--- config.mk ---
export PLATFORM = sky130hd
export DESIGN_NAME = twi_regslave
export DESIGN_NICKNAME = d
export VERILOG_FILES = /design/src/rtl/twi_pkg.sv /design/src/rtl/twi_pin_sync.sv /design/src/rtl/twi_frame.sv /design/src/rtl/twi_regfile.sv /design/src/rtl/twi_regslave.sv
export SDC_FILE = /design/constraint.sdc
export NUM_CORES = 1
export LEC_CHECK = 0
export BUFFER_PORTS_ARGS = -buffer_cell sky130_fd_sc_hd__buf_2
export CORE_ASPECT_RATIO = 0.5
export CORE_MARGIN = 5
export CORE_UTILIZATION = 29
export CTS_CLUSTER_SIZE = 10
export DETAILED_ROUTE_END_ITERATION = 7
export HOLD_SLACK_MARGIN = 0.12
export SETUP_SLACK_MARGIN = 0.2
export SLEW_MARGIN = 20
export SYNTH_ARGS = -nofsm -noshare
export SYNTH_HDL_FRONTEND = slang
export SYNTH_SLANG_ARGS = --single-unit
export TNS_END_PERCENT = 5
--- constraint.sdc ---
create_clock -name clk -period 2.17 [get_ports clk]
set_input_delay 0.217 -clock clk [delete_from_list [all_inputs] [get_ports clk]]
set_output_delay 0.217 -clock clk [all_outputs]
set_load 0.01 [all_outputs]
--- src/rtl/twi_pkg.sv ---
package twi_pkg;
  localparam int BYTE_W = 8;
  localparam int CNT_W  = $clog2(BYTE_W + 1);

  typedef enum logic [2:0] {
    S_IDLE,
    S_RX,
    S_ACK,
    S_WDONE,
    S_TX,
    S_MACK
  } fsm_t;

  typedef enum logic [1:0] {
    PH_DEV,
    PH_WADDR,
    PH_WDATA
  } phase_t;
endpackage

--- src/rtl/twi_pin_sync.sv ---
module twi_pin_sync #(
  parameter int STAGES = 2
) (
  input  logic clk,
  input  logic rst_n,
  input  logic scl_i,
  input  logic sda_i,
  output logic scl_s,
  output logic sda_s,
  output logic scl_rise,
  output logic scl_fall,
  output logic start_det,
  output logic stop_det
);
  logic [STAGES-1:0] scl_q;
  logic [STAGES-1:0] sda_q;
  logic              scl_prev;
  logic              sda_prev;

  generate
    for (genvar g = 0; g < STAGES; g++) begin : g_stage
      if (g == 0) begin : g_first
        always_ff @(posedge clk or negedge rst_n) begin
          if (!rst_n) begin
            scl_q[0] <= 1'b1;
            sda_q[0] <= 1'b1;
          end else begin
            scl_q[0] <= scl_i;
            sda_q[0] <= sda_i;
          end
        end
      end else begin : g_next
        always_ff @(posedge clk or negedge rst_n) begin
          if (!rst_n) begin
            scl_q[g] <= 1'b1;
            sda_q[g] <= 1'b1;
          end else begin
            scl_q[g] <= scl_q[g-1];
            sda_q[g] <= sda_q[g-1];
          end
        end
      end
    end
  endgenerate

  always_ff @(posedge clk or negedge rst_n) begin
    if (!rst_n) begin
      scl_prev <= 1'b1;
      sda_prev <= 1'b1;
    end else begin
      scl_prev <= scl_s;
      sda_prev <= sda_s;
    end
  end

  assign scl_s     = scl_q[STAGES-1];
  assign sda_s     = sda_q[STAGES-1];
  assign scl_rise  = ~scl_prev & scl_s;
  assign scl_fall  = scl_prev & ~scl_s;
  assign start_det = scl_prev & scl_s & sda_prev & ~sda_s;
  assign stop_det  = scl_prev & scl_s & ~sda_prev & sda_s;
endmodule

--- src/rtl/twi_frame.sv ---
module twi_frame
  import twi_pkg::*;
#(
  parameter logic [3:0]        DEV_CODE = 4'b1011,
  parameter logic [BYTE_W-1:0] REG_ADDR = 8'hFF
) (
  input  logic              clk,
  input  logic              rst_n,
  input  logic              scl_rise,
  input  logic              scl_fall,
  input  logic              start_det,
  input  logic              stop_det,
  input  logic              sda_s,
  input  logic [BYTE_W-1:0] rdata,
  output logic              sda_oe,
  output logic              commit,
  output logic              a8,
  output logic [BYTE_W-1:0] waddr,
  output logic [BYTE_W-1:0] wdata
);
  localparam logic [CNT_W-1:0] LAST = CNT_W'(BYTE_W);

  fsm_t              st_q, st_d, nxt_q, nxt_d;
  phase_t            ph_q, ph_d;
  logic [CNT_W-1:0]  bit_q, bit_d;
  logic [BYTE_W-1:0] sh_q, sh_d;
  logic              oe_q, oe_d;
  logic              a8_q, a8_d;
  logic              mack_q, mack_d;
  logic [BYTE_W-1:0] wa_q, wa_d;
  logic [BYTE_W-1:0] wd_q, wd_d;
  logic              dev_ok;

  assign dev_ok = (sh_q[7:4] == DEV_CODE) && (sh_q[3:2] == 2'b00);

  always_comb begin
    st_d   = st_q;
    nxt_d  = nxt_q;
    ph_d   = ph_q;
    bit_d  = bit_q;
    sh_d   = sh_q;
    oe_d   = oe_q;
    a8_d   = a8_q;
    mack_d = mack_q;
    wa_d   = wa_q;
    wd_d   = wd_q;
    commit = 1'b0;
    if (start_det) begin
      st_d  = S_RX;
      ph_d  = PH_DEV;
      bit_d = '0;
      oe_d  = 1'b0;
    end else if (stop_det) begin
      commit = (st_q == S_WDONE);
      st_d   = S_IDLE;
      oe_d   = 1'b0;
    end else begin
      unique case (st_q)
        S_RX: begin
          if (scl_rise) begin
            sh_d  = {sh_q[BYTE_W-2:0], sda_s};
            bit_d = bit_q + 1'b1;
          end else if (scl_fall && bit_q == LAST) begin
            bit_d = '0;
            st_d  = S_IDLE;
            unique case (ph_q)
              PH_DEV: if (dev_ok) begin
                a8_d  = sh_q[1];
                oe_d  = 1'b1;
                st_d  = S_ACK;
                nxt_d = sh_q[0] ? S_TX : S_RX;
                ph_d  = PH_WADDR;
              end
              PH_WADDR: begin
                wa_d = sh_q;
                if (sh_q == REG_ADDR) begin
                  oe_d  = 1'b1;
                  st_d  = S_ACK;
                  nxt_d = S_RX;
                  ph_d  = PH_WDATA;
                end
              end
              default: begin
                wd_d  = sh_q;
                oe_d  = 1'b1;
                st_d  = S_ACK;
                nxt_d = S_WDONE;
              end
            endcase
          end
        end
        S_ACK: if (scl_fall) begin
          st_d  = nxt_q;
          bit_d = '0;
          if (nxt_q == S_TX) begin
            sh_d = rdata;
            oe_d = ~rdata[BYTE_W-1];
          end else begin
            oe_d = 1'b0;
          end
        end
        S_WDONE: if (scl_fall) st_d = S_IDLE;
        S_TX: begin
          if (scl_rise) begin
            bit_d = bit_q + 1'b1;
          end else if (scl_fall) begin
            if (bit_q == LAST) begin
              oe_d  = 1'b0;
              st_d  = S_MACK;
              bit_d = '0;
            end else begin
              sh_d = {sh_q[BYTE_W-2:0], 1'b0};
              oe_d = ~sh_q[BYTE_W-2];
            end
          end
        end
        S_MACK: begin
          if (scl_rise) begin
            mack_d = ~sda_s;
          end else if (scl_fall) begin
            if (mack_q) begin
              st_d = S_TX;
              sh_d = rdata;
              oe_d = ~rdata[BYTE_W-1];
            end else begin
              st_d = S_IDLE;
            end
          end
        end
        default: ;
      endcase
    end
  end

  always_ff @(posedge clk or negedge rst_n) begin
    if (!rst_n) begin
      st_q   <= S_IDLE;
      nxt_q  <= S_IDLE;
      ph_q   <= PH_DEV;
      bit_q  <= '0;
      sh_q   <= '0;
      oe_q   <= 1'b0;
      a8_q   <= 1'b0;
      mack_q <= 1'b0;
      wa_q   <= '0;
      wd_q   <= '0;
    end else begin
      st_q   <= st_d;
      nxt_q  <= nxt_d;
      ph_q   <= ph_d;
      bit_q  <= bit_d;
      sh_q   <= sh_d;
      oe_q   <= oe_d;
      a8_q   <= a8_d;
      mack_q <= mack_d;
      wa_q   <= wa_d;
      wd_q   <= wd_d;
    end
  end

  assign sda_oe = oe_q;
  assign a8     = a8_q;
  assign waddr  = wa_q;
  assign wdata  = wd_q;
endmodule

--- src/rtl/twi_regfile.sv ---
module twi_regfile
  import twi_pkg::*;
#(
  parameter int                WEL_BIT  = 1,
  parameter logic [BYTE_W-1:0] REG_ADDR = 8'hFF
) (
  input  logic              clk,
  input  logic              rst_n,
  input  logic              commit,
  input  logic              a8,
  input  logic [BYTE_W-1:0] waddr,
  input  logic [BYTE_W-1:0] wdata,
  input  logic              wp,
  output logic [BYTE_W-1:0] ctrl,
  output logic [BYTE_W-1:0] fault,
  output logic [BYTE_W-1:0] rdata
);
  localparam logic [BYTE_W-1:0] WEL_MASK = BYTE_W'(1) << WEL_BIT;

  logic [BYTE_W-1:0] ctrl_q, ctrl_d, fault_q, fault_d;
  logic              wel, wr_ok, ctrl_en, fault_en;

  assign wel      = ctrl_q[WEL_BIT];
  assign wr_ok    = commit && !wp && (waddr == REG_ADDR);
  assign ctrl_en  = wr_ok && a8;
  assign fault_en = wr_ok && !a8 && wel;

  always_comb begin
    ctrl_d  = wel ? wdata : ((ctrl_q & ~WEL_MASK) | (wdata & WEL_MASK));
    fault_d = wdata;
  end

  always_ff @(posedge clk or negedge rst_n) begin
    if (!rst_n) begin
      ctrl_q  <= '0;
      fault_q <= '0;
    end else begin
      if (ctrl_en)  ctrl_q  <= ctrl_d;
      if (fault_en) fault_q <= fault_d;
    end
  end

  assign ctrl  = ctrl_q;
  assign fault = fault_q;
  assign rdata = (waddr != REG_ADDR) ? '1 : (a8 ? ctrl_q : fault_q);
endmodule

--- src/rtl/twi_regslave.sv ---
module twi_regslave
  import twi_pkg::*;
#(
  parameter logic [3:0]        DEV_CODE    = 4'b1011,
  parameter logic [BYTE_W-1:0] REG_ADDR    = 8'hFF,
  parameter int                WEL_BIT     = 1,
  parameter int                SYNC_STAGES = 2
) (
  input  logic              clk,
  input  logic              rst_n,
  input  logic              scl_i,
  input  logic              sda_i,
  input  logic              wp_i,
  output logic              sda_oe_o,
  output logic [BYTE_W-1:0] ctrl_o,
  output logic [BYTE_W-1:0] fault_o
);
  logic [1:0]        rst_q;
  logic              rst_int;
  logic              scl_s_w, sda_s_w, rise_w, fall_w, start_w, stop_w;
  logic              commit_w, a8_w;
  logic [BYTE_W-1:0] waddr_w, wdata_w, rdata_w;

  always_ff @(posedge clk or negedge rst_n) begin
    if (!rst_n) rst_q <= 2'b00;
    else        rst_q <= {rst_q[0], 1'b1};
  end
  assign rst_int = rst_q[1];

  twi_pin_sync #(.STAGES(SYNC_STAGES)) u_sync (
    .clk(clk), .rst_n(rst_int), .scl_i(scl_i), .sda_i(sda_i),
    .scl_s(scl_s_w), .sda_s(sda_s_w), .scl_rise(rise_w), .scl_fall(fall_w),
    .start_det(start_w), .stop_det(stop_w)
  );

  twi_frame #(.DEV_CODE(DEV_CODE), .REG_ADDR(REG_ADDR)) u_frame (
    .clk(clk), .rst_n(rst_int), .scl_rise(rise_w), .scl_fall(fall_w),
    .start_det(start_w), .stop_det(stop_w), .sda_s(sda_s_w), .rdata(rdata_w),
    .sda_oe(sda_oe_o), .commit(commit_w), .a8(a8_w), .waddr(waddr_w),
    .wdata(wdata_w)
  );

  twi_regfile #(.WEL_BIT(WEL_BIT), .REG_ADDR(REG_ADDR)) u_regs (
    .clk(clk), .rst_n(rst_int), .commit(commit_w), .a8(a8_w),
    .waddr(waddr_w), .wdata(wdata_w), .wp(wp_i), .ctrl(ctrl_o),
    .fault(fault_o), .rdata(rdata_w)
  );
endmodule

Yosys cells after proc, flatten, opt, wreduce, memory -nomap -nowiden:

Index checks and enable logic that the tools add are counted.

* $add $sub $neg: 1
* equal/unequal tests: 43
* muxes and demuxes: 68
* bitwise logic cells: 18
* reduce and logical (&&, ||, !) cells: 29

Operators by type and width (count)
* two-way mux 8 bit: 12
* two-way mux 3 bit: 15
* inequality test 4 x 3 -> 1 bit (second input constant): 10
* two-way mux 4 bit: 8
* case mux 8 bit (4 select lines): 1
* AND reduction 7 bit: 3
* two-way mux 2 bit: 9
* AND reduction 6 bit: 3
* equality test 8 bit (second input constant): 2
* two-way mux 1 bit: 16
* inequality test 2 x 1 -> 1 bit (second input constant): 8
* case mux 3 bit (5 select lines): 1
* inequality test 4 bit (second input constant): 3
* case mux 3 bit (2 select lines): 2
* case mux 4 bit (3 select lines): 1
* AND reduction 12 bit: 1
* AND reduction 11 bit: 1
* inequality test 2 bit (second input constant): 5
* inequality test 5 x 4 -> 1 bit (second input constant): 2
* inverter 1 bit: 10
* AND reduction 10 bit: 1
* equality test 3 bit (second input constant): 3
* inequality test 3 x 2 -> 1 bit (second input constant): 3
* equality test 4 bit (second input constant): 2
* other kinds (20): 37

* flip-flop bits (word level): 63
* input port bits: 5
* output and inout port bits: 17
* logic and storage cells: 178

Depth between registers and ports, before layout:

* depth in word-level cells: 9
* mapped depth: 9
* depth with buffers taken out: 7

Hierarchy:

From an unflattened synthesis, not the netlist that was laid out.

* cells, all modules: 266
* area total of the unflattened synthesis: 3176.8 sq um

Modules (own cells, without submodules)
* twi_frame: instances 1, cells each 194, area an instance 2157.1 sq um, sequential area each 975.9 sq um
* twi_regfile: instances 1, cells each 59, area an instance 775.7 sq um, sequential area each 400.4 sq um
* twi_pin_sync: instances 1, cells each 10, area an instance 190.2 sq um, sequential area each 157.7 sq um
* twi_regslave: instances 1, cells each 3, area an instance 53.8 sq um, sequential area each 50.0 sq um

Worst setup path before layout:

OpenSTA, ideal clock, no wires.

* path kind: register to register
* start: reg u_sync.scl_prev
* end: reg u_frame.wa_q[0] (netlist: u_frame.waddr[0])
* library setup time: 125 ps
* arrival: 2142 ps
* data required time: 2045 ps
* setup slack: -96 ps
* cell stages (with the launch flop): 8
* path buffers: 1
* period minus slack after synthesis: 2266 ps
* path through: dfstp_2 -> inv_1 -> ha_1 -> clkbuf_1 -> nor4b_4 -> nand3_2 -> nor4b_4 -> mux2_2

* longest elaborated chain between the ends: 5
* elaborated cells between the ends (all ways): 13
* those cells by class: 11 x bitwise; 2 x reduce/logical

Ends and longest elaborated chain
* from (decl): line twi_pin_sync.sv:17 `logic scl_prev;`
* from (signal assigned): line twi_pin_sync.sv:51 `scl_prev <= scl_s;`
* AND 1 bit: line twi_pin_sync.sv:60, twi_pin_sync.sv:61
* AND 1 bit (on tied branches) (2 in series): line twi_pin_sync.sv:61, twi_pin_sync.sv:60
* inverter 1 bit (no line)
* AND reduction 6 bit (no line) *
* to (signal assigned): line twi_frame.sv:156 `wa_q <= wa_d;`
* to (decl): line twi_frame.sv:30 `logic [BYTE_W-1:0] wa_q, wa_d;`

Every way passes the cells marked *; elsewhere a longest branch is shown, timed or not.
A chain may end at the register's enable or synchronous reset.

Worst setup path after layout:

Same ends and word-level chain as after synthesis.

==> run summary <==
The mean routed wirelength per cell came out at 15.4 µm. 22 I/O pins were placed. The y dimension of the die is 84.7 µm.

The worst endpoint data arrival time came out at 2.26 ns. The initial core utilization came out at 29.6%. By area the synthesized netlist is led by sky130_fd_sc_hd__dfrtp_1, sky130_fd_sc_hd__mux2_2, sky130_fd_sc_hd__dfstp_2. In this run the number of H-tree levels came out at 3. The netlist uses 60 different library cells. The run finished with clean final reports. The worst path meets setup with 0.108 ns of slack.

The setup path with the least slack is of type flop to flop. Wires add up to 7.53 mm. The register bit total from synthesis is 63. In this design, the largest share of critical-path delay is due to simple AND/OR/NAND/NOR gates. The detailed-placement wirelength estimate came out at 5.39 mm. For this design the total switching power over the nets is 1.30 mW. The net count of the mapped netlist came out at 292. The post-synthesis instance area came out at 3240 µm². The placeable core area came out at 10900 µm². The share of synthesized registers carrying an async set or reset is 100%. In this run the deepest clock path goes through 2 buffers. The area after detailed placement is 3740 µm². Power spread over the standard cell area amounts to 1050 nW/µm². The final estimated routing congestion in global placement is 0.807. The clock power share came out at 34.9%.

For this run, the number of Yosys warnings is 0. The worst path required time is 2.37 ns. The global routing usage summed across all routing layers is 11.6%.

After floorplanning, the core was divided into 27 placement rows. The growth of design area from synthesis to finish is 28.4%. Net switching is 29.8% of the power. Across the routed clock network, the largest skew measured is 0.00828 ns.

On the worst path, the slowest cell contributes a delay of 0.52 ns. In this run the static leakage power is 1.91 nW. After layout, the design draws a total of 4.36 mW.

Registers are responsible for 34.7% of the overall power. After clock tree synthesis, the clock-pin slew on the worst setup and hold paths is 0.05 ns. In this run the tightest slew margin relative to its limit is 59.4%.

The first global-routing pass estimated 12.9 mm of wire. Among all flip-flop cells after synthesis, the most frequent one is sky130_fd_sc_hd__dfrtp_1. The count of buffer and inverter cells on the critical path is 2. Along the worst path, the maximum fanout reaches 9. The area share of the leading cell type in the synthesized netlist is 44.0%. The reported max-cap violation count came out at 0. The synthesized netlist cell count is 281. In this design, the critical path's most frequently occurring cell is sky130_fd_sc_hd__nor4b_4. The cell area after layout is 4160 µm². The number of antenna-violating nets in the routed design came out at 0. The repair_antennas step left the layout with diodes totalling 0. The via density per instance came out at 4.99. The detailed-route DRC error count is 0. The cell with the biggest individual delay on the critical path is sky130_fd_sc_hd__dfstp_2. The fraction of power consumed by combinational cells is 30.5%. The slew of the pin with the lowest slew margin came out at 0.609 ns. The final core utilization came out at 38.0%.

The sequential share of the synthesized area came out at 48.9%. The upper clock frequency limit is 485 MHz. The number of enable flip-flop cells after synthesis is 0. The horizontal die dimension came out at 159 µm. The final count of pins violating max slew came out at 0.

In the synthesized netlist, the cells that appear most often are sky130_fd_sc_hd__dfrtp_1, sky130_fd_sc_hd__mux2_2, sky130_fd_sc_hd__nor2_1. Across the VDD grid, the largest voltage drop is 0.404 mV. The clock sink count came out at 63. The setup-violating endpoint count in the final report is 0. The signal on the critical path passes through inv_1 > ha_4 > nor4b_4 > nand3_2 > nor4b_4 > buf_6 > mux2_2. The number of nets in the finished design came out at 351. The per-instance average area after synthesis is 11.5 µm².

The die outline area came out at 13500 µm². The total via count after detailed routing is 2445. In this run the tool buffered the top-level ports with 21 buffer cells. The worst setup path is captured at a flop. The internal power of the cells is 3.06 mW. The via count of the first global-routing pass is 2549.

The sum of overflow across all layers after global routing came out at 0. sky130_fd_sc_hd__dfrtp_1 is the most common cell in the netlist. The type of the most critical hold path is input pin to asynchronous set/reset pin. The period utilization came out at 95.0%.

The biggest area consumer among synthesized cells is sky130_fd_sc_hd__dfrtp_1. The startpoint type of the worst setup path is a flop. At the placement stage, the worst setup path has a slack of -0.0319 ns.

The initial antenna violation count came out at 0. The time the worst path needs with I/O delays and setup is 2.06 ns. TritonCTS created 9 clock buffers.

The tree is rooted in a sky130_fd_sc_hd__clkbuf_16. The count of endpoints failing hold in the final timing report came out at 0. For this block, the initial DRC count from the detailed router was 115. The insertion delay to the later sink of the worst-skew pair came out at 0.32 ns.

Entering global routing, the biggest net connects 24 pins. The number of detailed-routing iterations run before antenna repair is 4. The share of layout cells above drive strength 1 is 40.9%.

Setup repair after global routing could not meet its margin everywhere. TritonCTS built the clock tree.
-- layer usage --
metal / GRT usage (%) / share of wire, %
met1: 14.7 / 48
met2: 19.5 / 48
met3: 2.45 / 2.4
met4: 4.57 / 2.4
met5: 0 / 0
-- cell usage in the layout (no fill, tap or decap), types with 2 or more instances in the layout --
master / n
sky130_fd_sc_hd__nor4_1: 3
sky130_fd_sc_hd__ha_1: 4
sky130_fd_sc_hd__inv_1: 10
sky130_fd_sc_hd__dfrtp_1: 54
sky130_fd_sc_hd__mux2_2: 39
sky130_fd_sc_hd__a211o_1: 3
sky130_fd_sc_hd__nor2b_1: 2
sky130_fd_sc_hd__nor2_1: 17
sky130_fd_sc_hd__nor3b_1: 2
sky130_fd_sc_hd__o31ai_1: 2
sky130_fd_sc_hd__bufinv_16: 2
sky130_fd_sc_hd__o21bai_1: 2
sky130_fd_sc_hd__a21o_1: 2
sky130_fd_sc_hd__nand3_1: 6
sky130_fd_sc_hd__dlygate4sd3_1: 3
sky130_fd_sc_hd__a31oi_1: 2
sky130_fd_sc_hd__dfstp_2: 6
sky130_fd_sc_hd__buf_4: 36
sky130_fd_sc_hd__a22o_1: 4
sky130_fd_sc_hd__nand2_1: 11
sky130_fd_sc_hd__nor4b_4: 2
sky130_fd_sc_hd__or3b_2: 3
sky130_fd_sc_hd__o211ai_1: 2
sky130_fd_sc_hd__nor3_1: 6
sky130_fd_sc_hd__buf_2: 21
sky130_fd_sc_hd__mux2i_1: 12
sky130_fd_sc_hd__mux2_4: 2
sky130_fd_sc_hd__clkbuf_16: 9
sky130_fd_sc_hd__o21a_1: 2
sky130_fd_sc_hd__nand4_1: 3
sky130_fd_sc_hd__o21ai_0: 6
sky130_fd_sc_hd__clkbuf_1: 3
sky130_fd_sc_hd__nand3b_1: 2
sky130_fd_sc_hd__and4_1: 2
sky130_fd_sc_hd__and3_1: 3
sky130_fd_sc_hd__a21oi_1: 14
sky130_fd_sc_hd__dfrtp_2: 3
sky130_fd_sc_hd__nand2b_1: 6
-- through the flow --
| stage | cells | setup TNS, ns | hold WS, ns |
|---|---|---|---|
| CTS | 489 | 0 | 0.203 |
| floorplan | 281 | -0.770 | -0.0786 |
| detailed placement | 470 | -0.165 | 0.00807 |
| finish | 490 | 0 | 0.207 |
| global route | 490 | 0 | 0.231 |
| global placement | 470 | 0 | 0.00358 |
-- registers in the layout, indices dropped and copies added (netlist names), 2 cells and up --
| name | flops |
|---|---|
| u_frame.nxt_q | 3 |
| u_frame.st_q | 3 |
| u_frame.ph_q | 2 |
| u_frame.bit_q | 4 |
| rst_q | 2 |
| u_frame.wdata | 8 |
| u_regs.ctrl | 8 |
| u_frame.waddr | 8 |
| u_frame.sh_q | 8 |
| u_regs.fault | 8 |
-- cells by family (layout without fill, tap and decap cells) --
kind of cell             Yosys count  after routing  share of synthesized area, %
AO/OA/AOI/OAI                     52             52                          11.3
XOR/XNOR                           1              1                         0.270
adder cells (fa/ha/maj)            6              6                          2.32
buffers and inverters             24             88                          3.59
flip-flops                        63             63                          48.9
multiplexers                      54             54                          18.5
other                              1              1                         0.116
AND/OR/NAND/NOR                   80             80                          15.0
-- power by group through the flow --
stage	logic (mW)	registers (mW)	clock network, mW
finish	1.33	1.51	1.52
global placement	1.24	1.52	0
CTS	1.29	1.51	1.56
global route	1.46	1.53	1.61
floorplan	0.864	1.49	0
detailed placement	1.24	1.53	0
-- worst paths after layout --
path,startpoint,to,slack [ns],cells after the start
worst max register to register,u_sync.scl_prev,u_frame.waddr[0],0.11,7
worst min-delay path,rst_n,rst_q[1],0.21,2
max in group asynchronous,rst_q[1],u_frame.st_q[1],1.22,1
worst min register to register,rst_q[1],u_regs.fault[3],0.24,0
min in group clk,rst_q[0],rst_q[1],0.35,0
worst max-delay path,u_sync.scl_prev,u_frame.waddr[0],0.11,7
-- cell type report --
type,instances,area (µm²)
multi-input cells,194,1600
well taps,145,181
clock buffers,13,250
repair buffers,62,437
fillers,1085,6790
inverters,10,37.5
flip-flops and latches,63,1590
clock inverters,3,67.6
-- what timing repair did --
action / 4_1_cts / 5_1_grt
endpoints found under the hold margin: 4 / 0
pin swaps: 1 / 4
resized for setup: 8 / 9
hold buffers: 3 / 0
endpoints found under the setup margin: 51 / 51
buffers inserted: 0 / 1
Power figures use the tool's default switching activity.
